`src/rtl/moesi_pkg.sv`:
```
package moesi_pkg;

  typedef enum logic [2:0] {
    ST_INV = 3'd0,
    ST_SHR = 3'd1,
    ST_EXC = 3'd2,
    ST_OWN = 3'd3,
    ST_MOD = 3'd4
  } coh_state_e;

  typedef enum logic [1:0] {
    CMD_READ  = 2'd0,
    CMD_RFO   = 2'd1,
    CMD_INVAL = 2'd2,
    CMD_WBACK = 2'd3
  } bus_cmd_e;

  // line holds a copy
  function automatic logic st_present(coh_state_e s);
    return s != ST_INV;
  endfunction

  // memory is stale: eviction needs a writeback
  function automatic logic st_dirty(coh_state_e s);
    return (s == ST_MOD) || (s == ST_OWN);
  endfunction

  // line may be written with no bus transaction
  function automatic logic st_writable(coh_state_e s);
    return (s == ST_MOD) || (s == ST_EXC);
  endfunction

  // state reached after another cache's transaction hits this line
  function automatic coh_state_e after_snoop(coh_state_e s, bus_cmd_e c);
    coh_state_e r;
    r = s;
    case (c)
      CMD_READ: begin
        if (s == ST_MOD) r = ST_OWN;
        else if (s == ST_EXC) r = ST_SHR;
      end
      CMD_RFO, CMD_INVAL: r = ST_INV;
      default: r = s;
    endcase
    return r;
  endfunction

  // this cache must answer the snoop with data
  function automatic logic must_supply(coh_state_e s, bus_cmd_e c);
    logic r;
    case (c)
      CMD_READ: r = (s == ST_MOD) || (s == ST_OWN) || (s == ST_EXC);
      CMD_RFO:  r = (s == ST_MOD) || (s == ST_OWN);
      default:  r = 1'b0;
    endcase
    return r;
  endfunction

  // state of a freshly filled line
  function automatic coh_state_e fill_state(logic for_write, logic others_share);
    coh_state_e r;
    if (for_write) r = ST_MOD;
    else if (others_share) r = ST_SHR;
    else r = ST_EXC;
    return r;
  endfunction

endpackage

```
`src/rtl/moesi_line_array.sv`:
```
module moesi_line_array
  import moesi_pkg::*;
#(
  parameter int SETS  = 4,
  parameter int TAG_W = 9,
  localparam int IDX_W = $clog2(SETS)
) (
  input  logic             clk,
  input  logic             rst_n,
  // port A: local side, read and full write
  input  logic [IDX_W-1:0] a_idx,
  output coh_state_e       a_state,
  output logic [TAG_W-1:0] a_tag,
  input  logic             a_we,
  input  coh_state_e       a_state_new,
  input  logic [TAG_W-1:0] a_tag_new,
  // port B: snoop side, read and state write
  input  logic [IDX_W-1:0] b_idx,
  output coh_state_e       b_state,
  output logic [TAG_W-1:0] b_tag,
  input  logic             b_we,
  input  coh_state_e       b_state_new
);

  logic [SETS-1:0][2:0]       st_flat;
  logic [SETS-1:0][TAG_W-1:0] tag_flat;

  for (genvar g = 0; g < SETS; g++) begin : g_set
    coh_state_e       st_r;
    logic [TAG_W-1:0] tag_r;

    always_ff @(posedge clk or negedge rst_n) begin
      if (!rst_n) begin
        st_r  <= ST_INV;
        tag_r <= '0;
      end else if (b_we && (b_idx == IDX_W'(g))) begin
        st_r <= b_state_new;
      end else if (a_we && (a_idx == IDX_W'(g))) begin
        st_r  <= a_state_new;
        tag_r <= a_tag_new;
      end
    end

    assign st_flat[g]  = st_r;
    assign tag_flat[g] = tag_r;
  end

  assign a_state = coh_state_e'(st_flat[a_idx]);
  assign a_tag   = tag_flat[a_idx];
  assign b_state = coh_state_e'(st_flat[b_idx]);
  assign b_tag   = tag_flat[b_idx];

endmodule

```
`src/rtl/moesi_snoop_resp.sv`:
```
module moesi_snoop_resp
  import moesi_pkg::*;
#(
  parameter int TAG_W = 9
) (
  input  logic             snoop_valid,
  input  bus_cmd_e         snoop_cmd,
  input  logic [TAG_W-1:0] snoop_tag,
  input  coh_state_e       line_state,
  input  logic [TAG_W-1:0] line_tag,
  output logic             supply,
  output logic             shared,
  output logic             st_we,
  output coh_state_e       st_next,
  output logic             ev_snoop_hit
);

  assign ev_snoop_hit = snoop_valid && st_present(line_state) && (line_tag == snoop_tag);
  assign supply       = ev_snoop_hit && must_supply(line_state, snoop_cmd);
  assign shared       = ev_snoop_hit;
  assign st_we        = ev_snoop_hit;
  assign st_next      = after_snoop(line_state, snoop_cmd);

endmodule

```
`src/rtl/moesi_req_fsm.sv`:
```
module moesi_req_fsm
  import moesi_pkg::*;
#(
  parameter int TAG_W    = 9,
  parameter int IDX_W    = 2,
  parameter int OFFSET_W = 5,
  localparam int ADDR_W  = TAG_W + IDX_W + OFFSET_W
) (
  input  logic              clk,
  input  logic              rst_n,
  input  logic              cpu_req_valid,
  input  logic              cpu_req_write,
  input  logic [TAG_W-1:0]  cpu_req_tag,
  input  logic [IDX_W-1:0]  cpu_req_idx,
  output logic              cpu_ready,
  output logic              cpu_done,
  output logic [IDX_W-1:0]  look_idx,
  input  coh_state_e        look_state,
  input  logic [TAG_W-1:0]  look_tag,
  output logic              loc_we,
  output coh_state_e        loc_state,
  output logic [TAG_W-1:0]  loc_tag,
  output logic              bus_req_valid,
  output bus_cmd_e          bus_req_cmd,
  output logic [ADDR_W-1:0] bus_req_addr,
  input  logic              bus_grant,
  input  logic              bus_shared_in,
  input  logic              snoop_busy,
  output logic              ev_bus_done,
  output logic              ev_need_lost
);

  typedef enum logic [1:0] {PH_IDLE, PH_CHECK, PH_BUS} phase_e;

  phase_e           ph_q, ph_d;
  bus_cmd_e         cmd_q, cmd_d;
  logic             wr_q;
  logic [TAG_W-1:0] tag_q;
  logic [IDX_W-1:0] idx_q;
  logic             done_q;
  logic             fin;
  logic             line_hit;
  logic             still_needed;

  assign look_idx = idx_q;
  assign line_hit = st_present(look_state) && (look_tag == tag_q);

  // pending transaction still meaningful after any snoop
  always_comb begin
    case (cmd_q)
      CMD_WBACK: still_needed = st_dirty(look_state);
      CMD_INVAL: still_needed = line_hit && !st_writable(look_state);
      default:   still_needed = 1'b1;
    endcase
  end

  always_comb begin
    ph_d      = ph_q;
    cmd_d     = cmd_q;
    fin       = 1'b0;
    loc_we    = 1'b0;
    loc_state = look_state;
    loc_tag   = look_tag;
    case (ph_q)
      PH_IDLE: begin
        if (cpu_req_valid) ph_d = PH_CHECK;
      end
      PH_CHECK: begin
        if (!snoop_busy) begin
          if (line_hit) begin
            if (!wr_q || (look_state == ST_MOD)) begin
              fin  = 1'b1;
              ph_d = PH_IDLE;
            end else if (look_state == ST_EXC) begin
              loc_we    = 1'b1;
              loc_state = ST_MOD;
              fin       = 1'b1;
              ph_d      = PH_IDLE;
            end else begin
              cmd_d = CMD_INVAL;
              ph_d  = PH_BUS;
            end
          end else if (st_dirty(look_state)) begin
            cmd_d = CMD_WBACK;
            ph_d  = PH_BUS;
          end else begin
            cmd_d = wr_q ? CMD_RFO : CMD_READ;
            ph_d  = PH_BUS;
          end
        end
      end
      PH_BUS: begin
        if (!still_needed) begin
          ph_d = PH_CHECK;
        end else if (bus_grant) begin
          loc_we = 1'b1;
          case (cmd_q)
            CMD_WBACK: begin
              loc_state = ST_INV;
              ph_d      = PH_CHECK;
            end
            CMD_INVAL: begin
              loc_state = ST_MOD;
              fin       = 1'b1;
              ph_d      = PH_IDLE;
            end
            default: begin
              loc_state = fill_state(cmd_q == CMD_RFO, bus_shared_in);
              loc_tag   = tag_q;
              fin       = 1'b1;
              ph_d      = PH_IDLE;
            end
          endcase
        end
      end
      default: ph_d = PH_IDLE;
    endcase
  end

  always_ff @(posedge clk or negedge rst_n) begin
    if (!rst_n) begin
      ph_q   <= PH_IDLE;
      cmd_q  <= CMD_READ;
      wr_q   <= 1'b0;
      tag_q  <= '0;
      idx_q  <= '0;
      done_q <= 1'b0;
    end else begin
      ph_q   <= ph_d;
      cmd_q  <= cmd_d;
      done_q <= fin;
      if ((ph_q == PH_IDLE) && cpu_req_valid) begin
        wr_q  <= cpu_req_write;
        tag_q <= cpu_req_tag;
        idx_q <= cpu_req_idx;
      end
    end
  end

  assign cpu_ready     = (ph_q == PH_IDLE);
  assign cpu_done      = done_q;
  assign bus_req_valid = (ph_q == PH_BUS) && still_needed;
  assign bus_req_cmd   = cmd_q;
  assign bus_req_addr  = {((cmd_q == CMD_WBACK) ? look_tag : tag_q), idx_q, OFFSET_W'(0)};
  assign ev_bus_done   = bus_req_valid && bus_grant;
  assign ev_need_lost  = (ph_q == PH_BUS) && !still_needed;

endmodule

```
`src/rtl/moesi_coherence_ctrl.sv`:
```
module moesi_coherence_ctrl
  import moesi_pkg::*;
#(
  parameter int ADDR_W   = 16,
  parameter int OFFSET_W = 5,
  parameter int SETS     = 4,
  localparam int IDX_W   = $clog2(SETS),
  localparam int TAG_W   = ADDR_W - OFFSET_W - IDX_W
) (
  input  logic              clk,
  input  logic              rst_n,
  input  logic              cpu_req_valid,
  input  logic              cpu_req_write,
  input  logic [ADDR_W-1:0] cpu_req_addr,
  output logic              cpu_ready,
  output logic              cpu_done,
  output logic              bus_req_valid,
  output logic [1:0]        bus_req_cmd,
  output logic [ADDR_W-1:0] bus_req_addr,
  input  logic              bus_grant,
  input  logic              bus_shared_in,
  input  logic              snoop_valid,
  input  logic [1:0]        snoop_cmd,
  input  logic [ADDR_W-1:0] snoop_addr,
  output logic              snoop_supply,
  output logic              snoop_shared
);

  logic [TAG_W-1:0] req_tag, snp_tag;
  logic [IDX_W-1:0] req_idx, snp_idx, look_idx;
  coh_state_e       look_state, snp_line_state, loc_state, snp_state_new;
  logic [TAG_W-1:0] look_tag, snp_line_tag, loc_tag;
  logic             loc_we, snp_we;
  bus_cmd_e         fsm_cmd;
  logic             ev_bus_done, ev_need_lost, ev_snoop_hit;
  logic             unused_offset_bits;

  assign req_tag = cpu_req_addr[ADDR_W-1 -: TAG_W];
  assign req_idx = cpu_req_addr[OFFSET_W +: IDX_W];
  assign snp_tag = snoop_addr[ADDR_W-1 -: TAG_W];
  assign snp_idx = snoop_addr[OFFSET_W +: IDX_W];
  assign unused_offset_bits = ^{cpu_req_addr[OFFSET_W-1:0], snoop_addr[OFFSET_W-1:0]};

  moesi_line_array #(.SETS(SETS), .TAG_W(TAG_W)) u_lines (
    .clk        (clk),
    .rst_n      (rst_n),
    .a_idx      (look_idx),
    .a_state    (look_state),
    .a_tag      (look_tag),
    .a_we       (loc_we),
    .a_state_new(loc_state),
    .a_tag_new  (loc_tag),
    .b_idx      (snp_idx),
    .b_state    (snp_line_state),
    .b_tag      (snp_line_tag),
    .b_we       (snp_we),
    .b_state_new(snp_state_new)
  );

  moesi_snoop_resp #(.TAG_W(TAG_W)) u_snoop (
    .snoop_valid (snoop_valid),
    .snoop_cmd   (bus_cmd_e'(snoop_cmd)),
    .snoop_tag   (snp_tag),
    .line_state  (snp_line_state),
    .line_tag    (snp_line_tag),
    .supply      (snoop_supply),
    .shared      (snoop_shared),
    .st_we       (snp_we),
    .st_next     (snp_state_new),
    .ev_snoop_hit(ev_snoop_hit)
  );

  moesi_req_fsm #(.TAG_W(TAG_W), .IDX_W(IDX_W), .OFFSET_W(OFFSET_W)) u_fsm (
    .clk          (clk),
    .rst_n        (rst_n),
    .cpu_req_valid(cpu_req_valid),
    .cpu_req_write(cpu_req_write),
    .cpu_req_tag  (req_tag),
    .cpu_req_idx  (req_idx),
    .cpu_ready    (cpu_ready),
    .cpu_done     (cpu_done),
    .look_idx     (look_idx),
    .look_state   (look_state),
    .look_tag     (look_tag),
    .loc_we       (loc_we),
    .loc_state    (loc_state),
    .loc_tag      (loc_tag),
    .bus_req_valid(bus_req_valid),
    .bus_req_cmd  (fsm_cmd),
    .bus_req_addr (bus_req_addr),
    .bus_grant    (bus_grant),
    .bus_shared_in(bus_shared_in),
    .snoop_busy   (snoop_valid),
    .ev_bus_done  (ev_bus_done),
    .ev_need_lost (ev_need_lost)
  );

  assign bus_req_cmd = fsm_cmd;

endmodule

```
`config.mk`:
```
export PLATFORM = sky130hd
export DESIGN_NAME = moesi_coherence_ctrl
export DESIGN_NICKNAME = d
export VERILOG_FILES = /design/src/rtl/moesi_pkg.sv /design/src/rtl/moesi_line_array.sv /design/src/rtl/moesi_snoop_resp.sv /design/src/rtl/moesi_req_fsm.sv /design/src/rtl/moesi_coherence_ctrl.sv
export SDC_FILE = /design/constraint.sdc
export NUM_CORES = 1
export LEC_CHECK = 0
export ABC_AREA = 1
export CORE_MARGIN = 2
export CORE_UTILIZATION = 60
export DETAILED_ROUTE_END_ITERATION = 6
export GPL_TIMING_DRIVEN = 0
export HOLD_SLACK_MARGIN = 0.12
export PLACE_DENSITY_LB_ADDON = 0.1
export SETUP_SLACK_MARGIN = 0.02
export SKIP_CTS_REPAIR_TIMING = 1
export SYNTH_ARGS = -nofsm -noshare
export SYNTH_HDL_FRONTEND = slang
export SYNTH_SLANG_ARGS = --single-unit
export TNS_END_PERCENT = 20
```
`constraint.sdc`:
```
create_clock -name clk -period 5.6 [get_ports clk]
set_clock_uncertainty 0.2 [all_clocks]
set_input_delay 0.84 -clock clk [delete_from_list [all_inputs] [get_ports clk]]
set_output_delay 0.84 -clock clk [all_outputs]
set_load 0.1 [all_outputs]
```
==> impl_summary.md, run 1 <==
STA
The maximum clock frequency is 0.1888 GHz. The worst path in the final design needs a cycle of 5.295 ns, including I/O delays and setup. The number of failing hold endpoints at the final stage is 0. The worst max-slew margin expressed relative to the limit is 0.3475. Dividing the final minimum period by the clock period gives 0.9456. The transition time at the pin with the least slew margin is 0.9758 ns.

The final number of max-transition violations is 0. In the final timing run, aggregate negative setup slack is 0 ns. Setup violations remaining at the end of the flow were counted as 0. Setup repair after global routing left no endpoint under its margin. The slack of the critical path is a little over 0.3 ns.

Synth
The count of yosys warnings during synthesis is 0. The portion of the post-synthesis area used by sequential elements is 0.3600. In the synthesized netlist, the number of instances is 681. The average size of a mapped cell is 6.634 um2. Synthesis inferred 65 register bits.

Summing every instance area after synthesis gives 0.004518 mm2. The number of enable-type register cells in the synthesized netlist is 0. The most instantiated flip-flop cell in the synthesis netlist is sky130_fd_sc_hd__dfrtp_1. The number of different library cells used by synthesis comes to 38. For this run, asynchronously set or reset flops after synthesis account for 1.000.

Global route
The wire length of the first global-routing pass is 22.12 mm. Summed over all layers, the global routing overflow is 0. In the global route stage, met2 resource usage came out at 0.5292. The aggregate global-route resource usage is 0.3368. The met1 track demand over resource in global routing is 0.4705. Entering global routing, the biggest net connects 66 pins.

The fraction of met3 tracks used by global routing is 0.04508. The number of global-route vias before repair came to 4604. The busiest layer in global routing is met2. The number of antenna violations at the first check in global routing is 0.

Final layout
The fraction of the core area covered by cells at the end of the flow is 0.7404. The synthesis-to-finish area growth is 18.86%. The library cells used most frequently in the layout, excluding fill and tap cells, are sky130_fd_sc_hd__nand2_1, sky130_fd_sc_hd__dfrtp_1, sky130_fd_sc_hd__inv_1, sky130_fd_sc_hd__o21ai_0, sky130_fd_sc_hd__nand3_1.

The leading cell type in the layout, fill and taps excluded is sky130_fd_sc_hd__nand2_1. Of the cells placed in the final design, the portion with a size suffix greater than 1 is 0.07754. The filler cell count in the final layout is around 620.

The repair_antennas step left the layout with diodes totalling 0. The final layout contains 792 nets.

Die
The horizontal die dimension is 90.78 um. The vertical die dimension is 90.78 um. The core region area is 0.007253 mm2.

The initial core utilization is 0.6229. The area of the die is approximately 0.0082 mm2. 64 I/O pins were placed. The placement row count is 31.

Route
The number of detailed-route iterations in the first pass is 7. The average wire length per cell after detail routing is 15.74 um. The detailed router finished its first iteration with 603 violations. After detailed routing, the number of vias per cell comes to 5.711. After detailed routing, the number of remaining DRC violations is 8. The post-detailed-routing wire length is 13.33 mm. The count of nets left with antenna violations after detail routing is 0. The routed via count is 4837.

CTS
CTS built an H-tree with a depth of 3. CTS saw 65 sinks. Clock tree synthesis selected as its root buffer the cell sky130_fd_sc_hd__clkbuf_8.

The latest clock arrival within the worst-skew pair is 0.35 ns. TritonCTS built the clock tree. The clock passes through at most 2 buffers. After clock tree synthesis, the clock-pin slew on the worst setup and hold paths is 0.07 ns.

In this run, CTS created clock tree buffers numbering 9.

Min path
The kind of path behind the tightest hold check is register to register.

Place
The congestion estimate from routability-driven global placement came to 0.9511. Prior to clock tree synthesis, the placed netlist has a worst setup slack of between 0.3 and 0.4 ns. The wire-length estimate of the detail-placed layout is 9.915 mm. Buffers placed on the I/O ports in this run total 48.

Critical path
The required arrival time at the worst endpoint is 4.56 ns. Data arrives at the worst endpoint at 4.26 ns. The type of the worst setup path is input pin to output port. The type of origin of the critical path is an input pin. STA classifies the critical path endpoint as an output port. In this run the worst path has a maximum fanout of 10.

Run status
The flow ran to the end, but the final reports show violations. The checks that failed: design-rule violations.

Power and ir drop
The ratio of total power to cell area is 541.8 mW/mm2. The cell leakage power is 2.745 nW. The maximum ir drop on the vdd rail is 622.9 uV. The total power is 2.909 mW.

Run
The number of max-cap violations is 0.
sequential cells by signal (all words and copies together) (netlist names):
| signal | cells |
|---|---|
| u_fsm.cpu_done | 1 |
| u_fsm.wr_q | 1 |
| u_fsm.look_idx | 2 |
| u_fsm.ph_q | 2 |
| u_lines.g_set.st_r | 12 |
| u_fsm.tag_q | 9 |
| u_lines.g_set.tag_r | 36 |
| u_fsm.bus_req_cmd | 2 |
logic make-up after synthesis:
family | Yosys count | synth area share
other | 1 | 0.0008300
flip-flops | 65 | 0.3600
buffers and inverters | 90 | 0.08945
AND/OR/NAND/NOR | 395 | 0.3747
AO/OA/AOI/OAI | 121 | 0.1518
adder cells (fa/ha/maj) | 7 | 0.01938
XOR/XNOR | 2 | 0.003878
area by class of cell:
type / count / area [um2] / area share
Multi-Input combinational cell: 530 / 2509 / 0.4671
Buffer: 27 / 165.2 / 0.03075
Clock buffer: 13 / 168.9 / 0.03145
Inverter: 63 / 239.0 / 0.04450
Clock inverter: 2 / 60.06 / 0.01118
Tap cell: 99 / 123.9 / 0.02307
Sequential cell: 65 / 1627 / 0.3029
Timing Repair Buffer: 48 / 478.0 / 0.08900
metrics by stage:
stage / area, um2 / hold slack, ns / instances
floorplan: 4539 / 0.2870 / 685
global placement: 5144 / 0.3047 / 832
detailed placement: 5141 / 0.3137 / 832
CTS: 5370 / 0.3295 / 847
global route: 5370 / 0.3575 / 847
finish: 5370 / 0.3351 / 847
worst paths after layout:
kind,start,slack [ns],end,cells past startpoint
setup / recovery,snoop_addr[6],0.30,snoop_supply,13
max in group asynchronous,rst_n,4.26,u_lines.g_set[2].tag_r[1],1
min in group asynchronous,rst_n,0.39,u_fsm.tag_q[5],1
hold reg to reg,u_lines.g_set[2].tag_r[0],0.34,u_lines.g_set[2].tag_r[0],2
hold / removal,u_lines.g_set[2].tag_r[0],0.34,u_lines.g_set[2].tag_r[0],2
setup reg to reg,u_fsm.look_idx[0],2.18,u_lines.g_set[3].tag_r[6],16
worst max-delay path: stages:
cell and delay, ns:
sky130_fd_sc_hd__clkdlybuf4s50_1 0.52, sky130_fd_sc_hd__inv_1 0.07, sky130_fd_sc_hd__nand2_1 0.13, sky130_fd_sc_hd__inv_1 0.09, sky130_fd_sc_hd__buf_2 0.20, sky130_fd_sc_hd__a22oi_1 0.32, sky130_fd_sc_hd__nand3_1 0.12, sky130_fd_sc_hd__nand2_1 0.11
sky130_fd_sc_hd__nand2_1 0.07, sky130_fd_sc_hd__nand3b_1 0.16, sky130_fd_sc_hd__nor4_2 0.33, sky130_fd_sc_hd__and3_1 0.19, sky130_fd_sc_hd__clkdlybuf4s50_1 1.12
report_power, final:
| part | internal (mW) | switching, mW | total, mW |
|---|---|---|---|
| clock network | 0.285 | 0.181 | 0.467 |
| registers | 0.613 | 0.109 | 0.722 |
| logic | 0.440 | 1.28 | 1.72 |
| total | 1.34 | 1.57 | 2.91 |
cells in the mapped netlist (3+ instances only):
cell / instances / area share
sky130_fd_sc_hd__buf_2: 6 / 0.0066
sky130_fd_sc_hd__nor2_2: 8 / 0.011
sky130_fd_sc_hd__o22ai_1: 5 / 0.0069
sky130_fd_sc_hd__nor3_1: 3 / 0.0033
sky130_fd_sc_hd__o21ai_1: 9 / 0.010
sky130_fd_sc_hd__nand3_1: 50 / 0.055
sky130_fd_sc_hd__a21oi_1: 21 / 0.023
sky130_fd_sc_hd__nand2_1: 258 / 0.21
sky130_fd_sc_hd__nand4_1: 12 / 0.017
sky130_fd_sc_hd__a21o_1: 6 / 0.010
sky130_fd_sc_hd__inv_1: 59 / 0.049
sky130_fd_sc_hd__inv_2: 3 / 0.0025
sky130_fd_sc_hd__a22oi_1: 17 / 0.028
sky130_fd_sc_hd__clkbuf_1: 9 / 0.0075
sky130_fd_sc_hd__buf_4: 9 / 0.015
sky130_fd_sc_hd__nor2_1: 48 / 0.040
sky130_fd_sc_hd__o21ai_0: 58 / 0.064
sky130_fd_sc_hd__dfrtp_1: 65 / 0.36
sky130_fd_sc_hd__ha_1: 7 / 0.019
sky130_fd_sc_hd__buf_6: 3 / 0.0075
routing by layer:
metal,vias up,routed length [um]
met5,-,0
met4,0,260
met3,23,1163
met2,281,6093
met1,2204,5818
li1,2329,-
(Power assumes the default switching activity.)
==> run 2, diff against run 1 <==
--- a/config.mk
+++ b/config.mk
@@ -6,7 +6,7 @@
 export NUM_CORES = 1
 export LEC_CHECK = 0
 export ABC_AREA = 1
-export CORE_MARGIN = 2
+export CORE_MARGIN = 3
 export CORE_UTILIZATION = 60
 export DETAILED_ROUTE_END_ITERATION = 6
 export GPL_TIMING_DRIVEN = 0
==> constraint.sdc (replaced) <==
create_clock -name clk -period 5.6 [get_ports clk]
set_clock_uncertainty 0.2 [all_clocks]
set_input_delay 1.4 -clock clk [delete_from_list [all_inputs] [get_ports clk]]
set_output_delay 1.4 -clock clk [all_outputs]
set_load 0.1 [all_outputs]
==> run 2 against run 1 <==
  * The run now ends clean
  * Wire length increased by 0.29%
  * Combinational power about the same
  * Non-clock buffer count unchanged
  * Register-to-register slack improved by 0.03 ns
  * Critical path depth decreased by 3
  * Global-route usage decreased by 2.1 points
  * Via count increased by 2.4%
  * Largest cell class unchanged
==> impl_summary.md, run 2 (synthesis results as in run 1) <==
Run status
The flow ran to the end, and the final reports show no timing, DRC or antenna violations.

Place
The number of input and output port buffers inserted is 48. At the end of routability-driven placement, the weighted congestion stood at 0.9582. Summed over all nets, the half-perimeter wirelength after detailed placement is 10.01 mm. In this run the cell area measured after placement is between 0.005 and 0.006 mm2.

Critical path
The slowest library cell on the worst path is sky130_fd_sc_hd__clkdlybuf4s50_1. At the worst endpoint, the required time is approximately 4.0 ns. Grouping stages by cell kind, the critical path spends the most delay in buffers and inverters.

The worst setup path is launched from an input pin. The worst setup path is captured at an output port. The depth of the worst register-to-register path is 16. The type of the worst setup path is input pin to output port. At the worst endpoint, the arrival time is 3.83 ns. The start of the worst register-to-register path is u_fsm.look_idx[0]. On the worst path, the slowest cell contributes a delay of 0.55 ns. The biggest fanout along the worst timing path is 10. The endpoint identified for the worst register-to-register timing path is u_lines.g_set[1].tag_r[8].

The signal on the critical path passes through clkdlybuf4s50_1 > nor2_1 > clkbuf_4 > a22oi_1 > nand3_1 > xnor2_1 > nand3b_1 > nor4_4 > and3_4 > buf_6. The internal reg-to-reg setup slack is 2.21 ns. The beginning of the critical path is snoop_addr[5]. The buffer and inverter count on the worst path is 3.

Min path
The worst hold path endpoint is u_lines.g_set[1].tag_r[0]. The path class of the tightest hold or removal check is register to register. Counting instances, the worst hold path has a depth of 2. The startpoint of the tightest hold check path is u_lines.g_set[1].tag_r[0].

Route
The number of remaining DRC errors is 0. The count of nets left with antenna violations after detail routing is 0. In the final routed layout, each cell accounts on average for 15.77 um.

The routed layout has about 5000 vias. After the first detailed-routing iteration, the DRC count stood at 550. The first detailed-routing pass took 6 iterations.

The post-detailed-routing wire length is 13.37 mm. The mean number of vias per cell is 5.842.

STA
The final number of max-transition violations was 0. The total negative slack is 0 ns. The final critical-path share of the clock period is 0.9698. Setup repair after global routing left no endpoint under its margin. At the pin with the least slew margin, the transition time is 0.9820 ns. The number of failing hold endpoints at the final stage is 0. The final setup violation count is 0.

The worst max-slew margin expressed relative to the limit is 0.3433. Timing would allow up to about 0.18 GHz. After layout, the minimum clock period comes to 5.431 ns.

Power and ir drop
Of the total power, the share spent switching nets is 0.5430. Internal power comes to 1.327 mW. Of the total power, combinational logic draws 0.592. In this run the static leakage power is between 2 and 3 nW. The power share of the sequential group is 0.249. The switching power of the nets is 1.577 mW. IR analysis of the VDD net gives a maximum drop of 496.2 uV. The ratio of total power to cell area is 537.4 mW/mm2. The part of the power in the clock network is 0.160.

Die
The core region area is 0.007292 mm2. The area of the die is ~0.0086 mm2. Measured along the y axis, the die boundary spans 92.78 um. The initial utilization of the core area, before any placement, comes to 0.6196. The floorplan has 31 rows.

The top-level I/O count is 64. The horizontal die dimension is 92.78 um.

Final layout
The library cell used most frequently in the layout, excluding fill and tap cells, is sky130_fd_sc_hd__nand2_1. Leaving out fill and tap cells, the most frequent cells in the layout are sky130_fd_sc_hd__nand2_1, sky130_fd_sc_hd__dfrtp_1, sky130_fd_sc_hd__inv_1, sky130_fd_sc_hd__o21ai_0, sky130_fd_sc_hd__nand3_1. The antenna diode count is 0. The number of nets in the final layout is 792. The post-route standard cell area excluding fillers is between 0.005 and 0.006 mm2. Compared with the post-synthesis result, the final layout area differs by 19.63%. In the final layout, the registers with the most flip-flops are u_lines.g_set.tag_r x36, u_lines.g_set.st_r x12, u_fsm.tag_q x9. For this run, the share of the core covered by cells in the final layout is 0.7412. The share of final-layout standard cells stronger than drive strength 1 is 0.08812.

The area of the multi-input gates is 0.002536 mm2. The register containing the most flip-flops in the final layout is u_lines.g_set.tag_r. The register with the most flip-flops in the layout has 36 of them. In the final layout, flip-flops and latches occupy 0.001627 mm2. The filler cell count in the final layout is 657.

Global route
The number of antenna violations at the first check in global routing was 0. The overflow left after global routing is 0. The aggregate global-route resource usage is 0.3162.

For met3 alone, demand over resource in global routing was 0.05849. The first global-routing pass estimated 21.70 mm of wire. The number of global-route vias before repair is 4562.

For this run, global-route usage on met1 was measured as 0.4337. The fraction of met2 tracks used by global routing is 0.5183. The busiest layer in global routing is met2. The pin count of the biggest net entering global routing is 66.

CTS
The clock-pin slew on the worst setup and hold paths is 0.07 ns. Counting the buffers created by CTS gives 9. The clock tree from TritonCTS is yes. The root buffer cell chosen for the clock tree is sky130_fd_sc_hd__clkbuf_8. The later pin in the worst-skew pair is clocked with a latency of ~0.35 ns. The H-tree was split into 3 levels. No sink is reached through more buffers than the 2 on the longest clock path.

The number of sinks handled by clock tree synthesis is 65.

Run
The number of max-cap violations is 0.
-- run 2: metal layers --
metal,share of wire,vias up,routed length (um)
met4,0.015,0,200
li1,-,2342,-
met1,0.43,2310,5759
met5,0,-,0
met2,0.46,274,6200
met3,0.091,28,1212
-- run 2: metrics by stage --
step	hold WS (ns)	setup WS [ns]	std cells	total power, mW
detailed placement	0.3138	-0.7199	832	2.404
CTS	0.3290	-0.7274	848	2.879
global placement	0.3049	-0.6612	832	2.358
floorplan	0.2870	0.04011	685	1.990
finish	0.3303	0.1689	848	2.905
global route	0.3648	0.02572	848	3.080
-- run 2: worst max path at each step --
stage | endpoint | slack [ns] | cells past startpoint
after floorplan | snoop_supply | 0.04 | 10
after global placement | snoop_supply | -0.66 | 10
after detailed placement | snoop_supply | -0.72 | 12
after CTS | snoop_supply | -0.73 | 12
after global routing | snoop_supply | 0.03 | 10
final | snoop_supply | 0.17 | 10
-- run 2: layout make-up --
class                           count  area share
Buffer                             27     0.03218
Clock inverter                      5     0.01435
Sequential cell                    65      0.3009
Timing Repair Buffer               48     0.08819
Clock buffer                       11     0.02801
Inverter                           63     0.04421
Multi-Input combinational cell    530      0.4692
Tap cell                           99     0.02292
-- run 2: tightest hold or removal path, cell delays in order (launching register included) --
cell and delay, ns:
sky130_fd_sc_hd__dfrtp_1 0.36, sky130_fd_sc_hd__o21ai_0 0.08, sky130_fd_sc_hd__nand2_1 0.05
-- run 2: power by group through the flow --
| stage | clock (mW) | combinational, mW | sequential, mW |
|---|---|---|---|
| global route | 0.491 | 1.85 | 0.739 |
| CTS | 0.463 | 1.70 | 0.717 |
| global placement | 0 | 1.64 | 0.717 |
| finish | 0.464 | 1.72 | 0.722 |
| floorplan | 0 | 1.19 | 0.800 |
| detailed placement | 0 | 1.68 | 0.726 |
==> run 3, diff against run 2 <==
--- a/config.mk
+++ b/config.mk
@@ -7,7 +7,7 @@
 export LEC_CHECK = 0
 export ABC_AREA = 1
 export CORE_MARGIN = 3
-export CORE_UTILIZATION = 60
+export CORE_UTILIZATION = 28
 export DETAILED_ROUTE_END_ITERATION = 6
 export GPL_TIMING_DRIVEN = 0
 export HOLD_SLACK_MARGIN = 0.12
==> constraint.sdc (replaced) <==
create_clock -name clk -period 6.2 [get_ports clk]
set_clock_uncertainty 0.2 [all_clocks]
set_input_delay 1.55 -clock clk [delete_from_list [all_inputs] [get_ports clk]]
set_output_delay 1.55 -clock clk [all_outputs]
set_load 0.1 [all_outputs]
==> run 3 against run 2 <==
  * Worst hold slack lost 0.0045 ns
  * Critical endpoint unchanged
  * Design area increased by 3.6%
  * Clock power grew 9.3%
==> impl_summary.md, run 3 (synthesis results as in run 1) <==
Run status
The run finished with clean final reports.

Place
Once detailed placement completed, the half-perimeter wirelength came to 11.76 mm. The congestion estimate from routability-driven global placement came to 0.8616. The number of input and output port buffers inserted is 48. The post-placement worst setup slack is -0.6377 ns.

Global route
In the global route stage, overall resource usage came out at 0.1786. Entering global routing, the biggest net connects 66 pins. The number of global-route vias before repair is ~4600. The number of antenna violations at the first check in global routing is 0. The first global-routing pass estimated 24.78 mm of wire. For this run the aggregate overflow at the end of global routing stands at 0.

Critical path
The depth of the worst register-to-register path is 16. The worst path arrival time is 4.23 ns. STA classifies the critical path endpoint as an output port.

In this run the worst path has a maximum fanout of 10. In this run the critical register-to-register path is launched from u_fsm.look_idx[0]. The type of origin of the critical path is an input pin.

The setup path with the least slack is of type input pin to output port. The required arrival time at the worst endpoint is roughly 4.5 ns. The reg-to-reg endpoint is u_lines.g_set[0].tag_r[0]. In this run the register-to-register setup slack is 2.74 ns.

STA
The number of failing hold endpoints at the final stage is 0. The transition time at the pin with the least slew margin is 0.9811 ns. The slack of the critical path is 0.2165 ns. The final number of max-transition violations is 0.

Setup repair after global routing left no endpoint under its margin. Setup violations remaining at the end of the flow were counted as 0. The worst max-slew margin expressed relative to the limit is 0.3439. The final critical-path share of the clock period is 0.9651. Counting I/O delays and the setup requirement, the final critical path takes 5.984 ns.

For the final routed database, the setup TNS stands at 0 ns. The maximum clock frequency is 0.1671 GHz.

Route
In the routed layout, each cell is associated on average with a via count of ~4.9. The number of design-rule violations left by the first detailed-router iteration is 389. Wires add up to 15.46 mm. The average wire length per cell after detail routing is 16.10 um. Summing over every cut layer, the via total after detailed routing is 4656. The number of detailed-route iterations in the first pass is 6. The count of nets left with antenna violations after detail routing is 0.

The number of remaining DRC errors is 0.

Final layout
The leading cell type in the layout, fill and taps excluded is sky130_fd_sc_hd__nand2_1. The antenna diode count is 0. The number of nets in the final layout is 793. The share of final-layout standard cells stronger than drive strength 1 is 0.08545. The filler cell count in the final layout is 1683.

The flip-flop count of the largest register, all copies and words added is 36. The register containing the most flip-flops in the final layout is u_lines.g_set.tag_r. The synthesis-to-finish area growth is 23.98%.

In the final layout, the registers with the most flip-flops are u_lines.g_set.tag_r x36, u_lines.g_set.st_r x12, u_fsm.tag_q x9. The top cell types in the final layout, fill and taps aside, are sky130_fd_sc_hd__nand2_1, sky130_fd_sc_hd__dfrtp_1, sky130_fd_sc_hd__inv_1, sky130_fd_sc_hd__o21ai_0, sky130_fd_sc_hd__nand3_1.

Die
The initial core utilization is 0.2918. The vertical die dimension is about 130 um. The top-level I/O count is 64.

The area of the die is 0.01770 mm2. In this run the core area contains 45 standard-cell rows. The core region area is 0.01548 mm2. The die is 133.0 um wide.

CTS
The number of buffers inserted during clock tree synthesis is 9. The number of sinks handled by clock tree synthesis is 65. Counting along the longest clock path gives a buffer depth of 2.

The count of H-tree levels built during CTS is 3. The clock reaches the later pin of the worst-skew pair after approximately 0.34 ns. The clock-pin slew on the worst setup and hold paths is about 0.050 ns.

TritonCTS built the clock tree. CTS placed an instance of sky130_fd_sc_hd__clkbuf_16 at the clock tree root.

Power and ir drop
Power spread over the standard cell area amounts to between 400 and 500 mW/mm2. Power comes to 2.726 mW. VDD sags by at most 357.1 uV. For this design the static power due to leakage is 2.787 nW.

Min path
The worst hold path endpoint is u_lines.g_set[0].st_r[2]. Along the worst hold path, the cell count comes to 2. The path class of the tightest hold or removal check is register to register. The startpoint of the tightest hold check path is u_lines.g_set[0].st_r[2].

Run
The tool flagged a number of max-cap violations equal to 0.
-- run 3: worst max path at each step --
stage          slack, ns           from            to  cells after the start
3_3_place_gp       -0.59  snoop_addr[6]  snoop_supply                     13
2_1_floorplan       0.16  snoop_addr[6]  snoop_supply                     11
5_1_grt             0.05  snoop_addr[6]  snoop_supply                     12
4_1_cts            -0.65  snoop_addr[6]  snoop_supply                     13
3_5_place_dp       -0.64  snoop_addr[6]  snoop_supply                     13
6_report            0.22  snoop_addr[6]  snoop_supply                     13
-- run 3: worst max-delay path, cell delays in order --
cell,delay (ns)
sky130_fd_sc_hd__clkdlybuf4s50_1,0.54
sky130_fd_sc_hd__inv_1,0.08
sky130_fd_sc_hd__nand2_1,0.15
sky130_fd_sc_hd__inv_1,0.10
sky130_fd_sc_hd__buf_2,0.21
sky130_fd_sc_hd__a22oi_1,0.34
sky130_fd_sc_hd__a21o_1,0.21
sky130_fd_sc_hd__nand2_1,0.06
sky130_fd_sc_hd__nor2_1,0.10
sky130_fd_sc_hd__inv_1,0.07
sky130_fd_sc_hd__nor4_4,0.29
sky130_fd_sc_hd__and3_2,0.21
sky130_fd_sc_hd__clkbuf_4,0.32
-- run 3: per-stage QoR --
| step | cell area [um2] | std cells | hold slack (ns) | util |
|---|---|---|---|---|
| 2_1_floorplan | 4549 | 685 | 0.2870 | - |
| 3_5_place_dp | 5319 | 945 | 0.3128 | 0.3435 |
| 5_1_grt | 5602 | 960 | 0.3536 | 0.3618 |
| 6_report | 5602 | 960 | 0.3258 | 0.3618 |
| 3_3_place_gp | 5294 | 944 | 0.3065 | 0.3419 |
| 4_1_cts | 5604 | 960 | 0.3282 | 0.3619 |
-- run 3: cell type report --
class | instances | area [um2] | area share
multi-input combinational | 530 | 2524 | 0.4505
clock inverter | 6 | 60.06 | 0.01072
sequential | 65 | 1627 | 0.2904
clock buffer | 9 | 225.2 | 0.04021
timing repair buffer | 49 | 498.0 | 0.08890
inverter | 63 | 239.0 | 0.04266
buffer | 27 | 165.2 | 0.02948
tap | 211 | 264.0 | 0.04713
-- run 3: layer usage --
metal / GRT usage / wire (um) / share of wire
met2: 0.2689 / 6483 / 0.42
met4: 0.05889 / 291 / 0.019
met5: 0 / 0 / 0
met1: 0.2616 / 7830 / 0.51
met3: 0.02586 / 851 / 0.055
-- run 3: where the power goes --
part	switching [mW]	internal (mW)	total, mW
clock network	0.201	0.307	0.507
registers	0.0934	0.555	0.648
logic	1.17	0.399	1.57
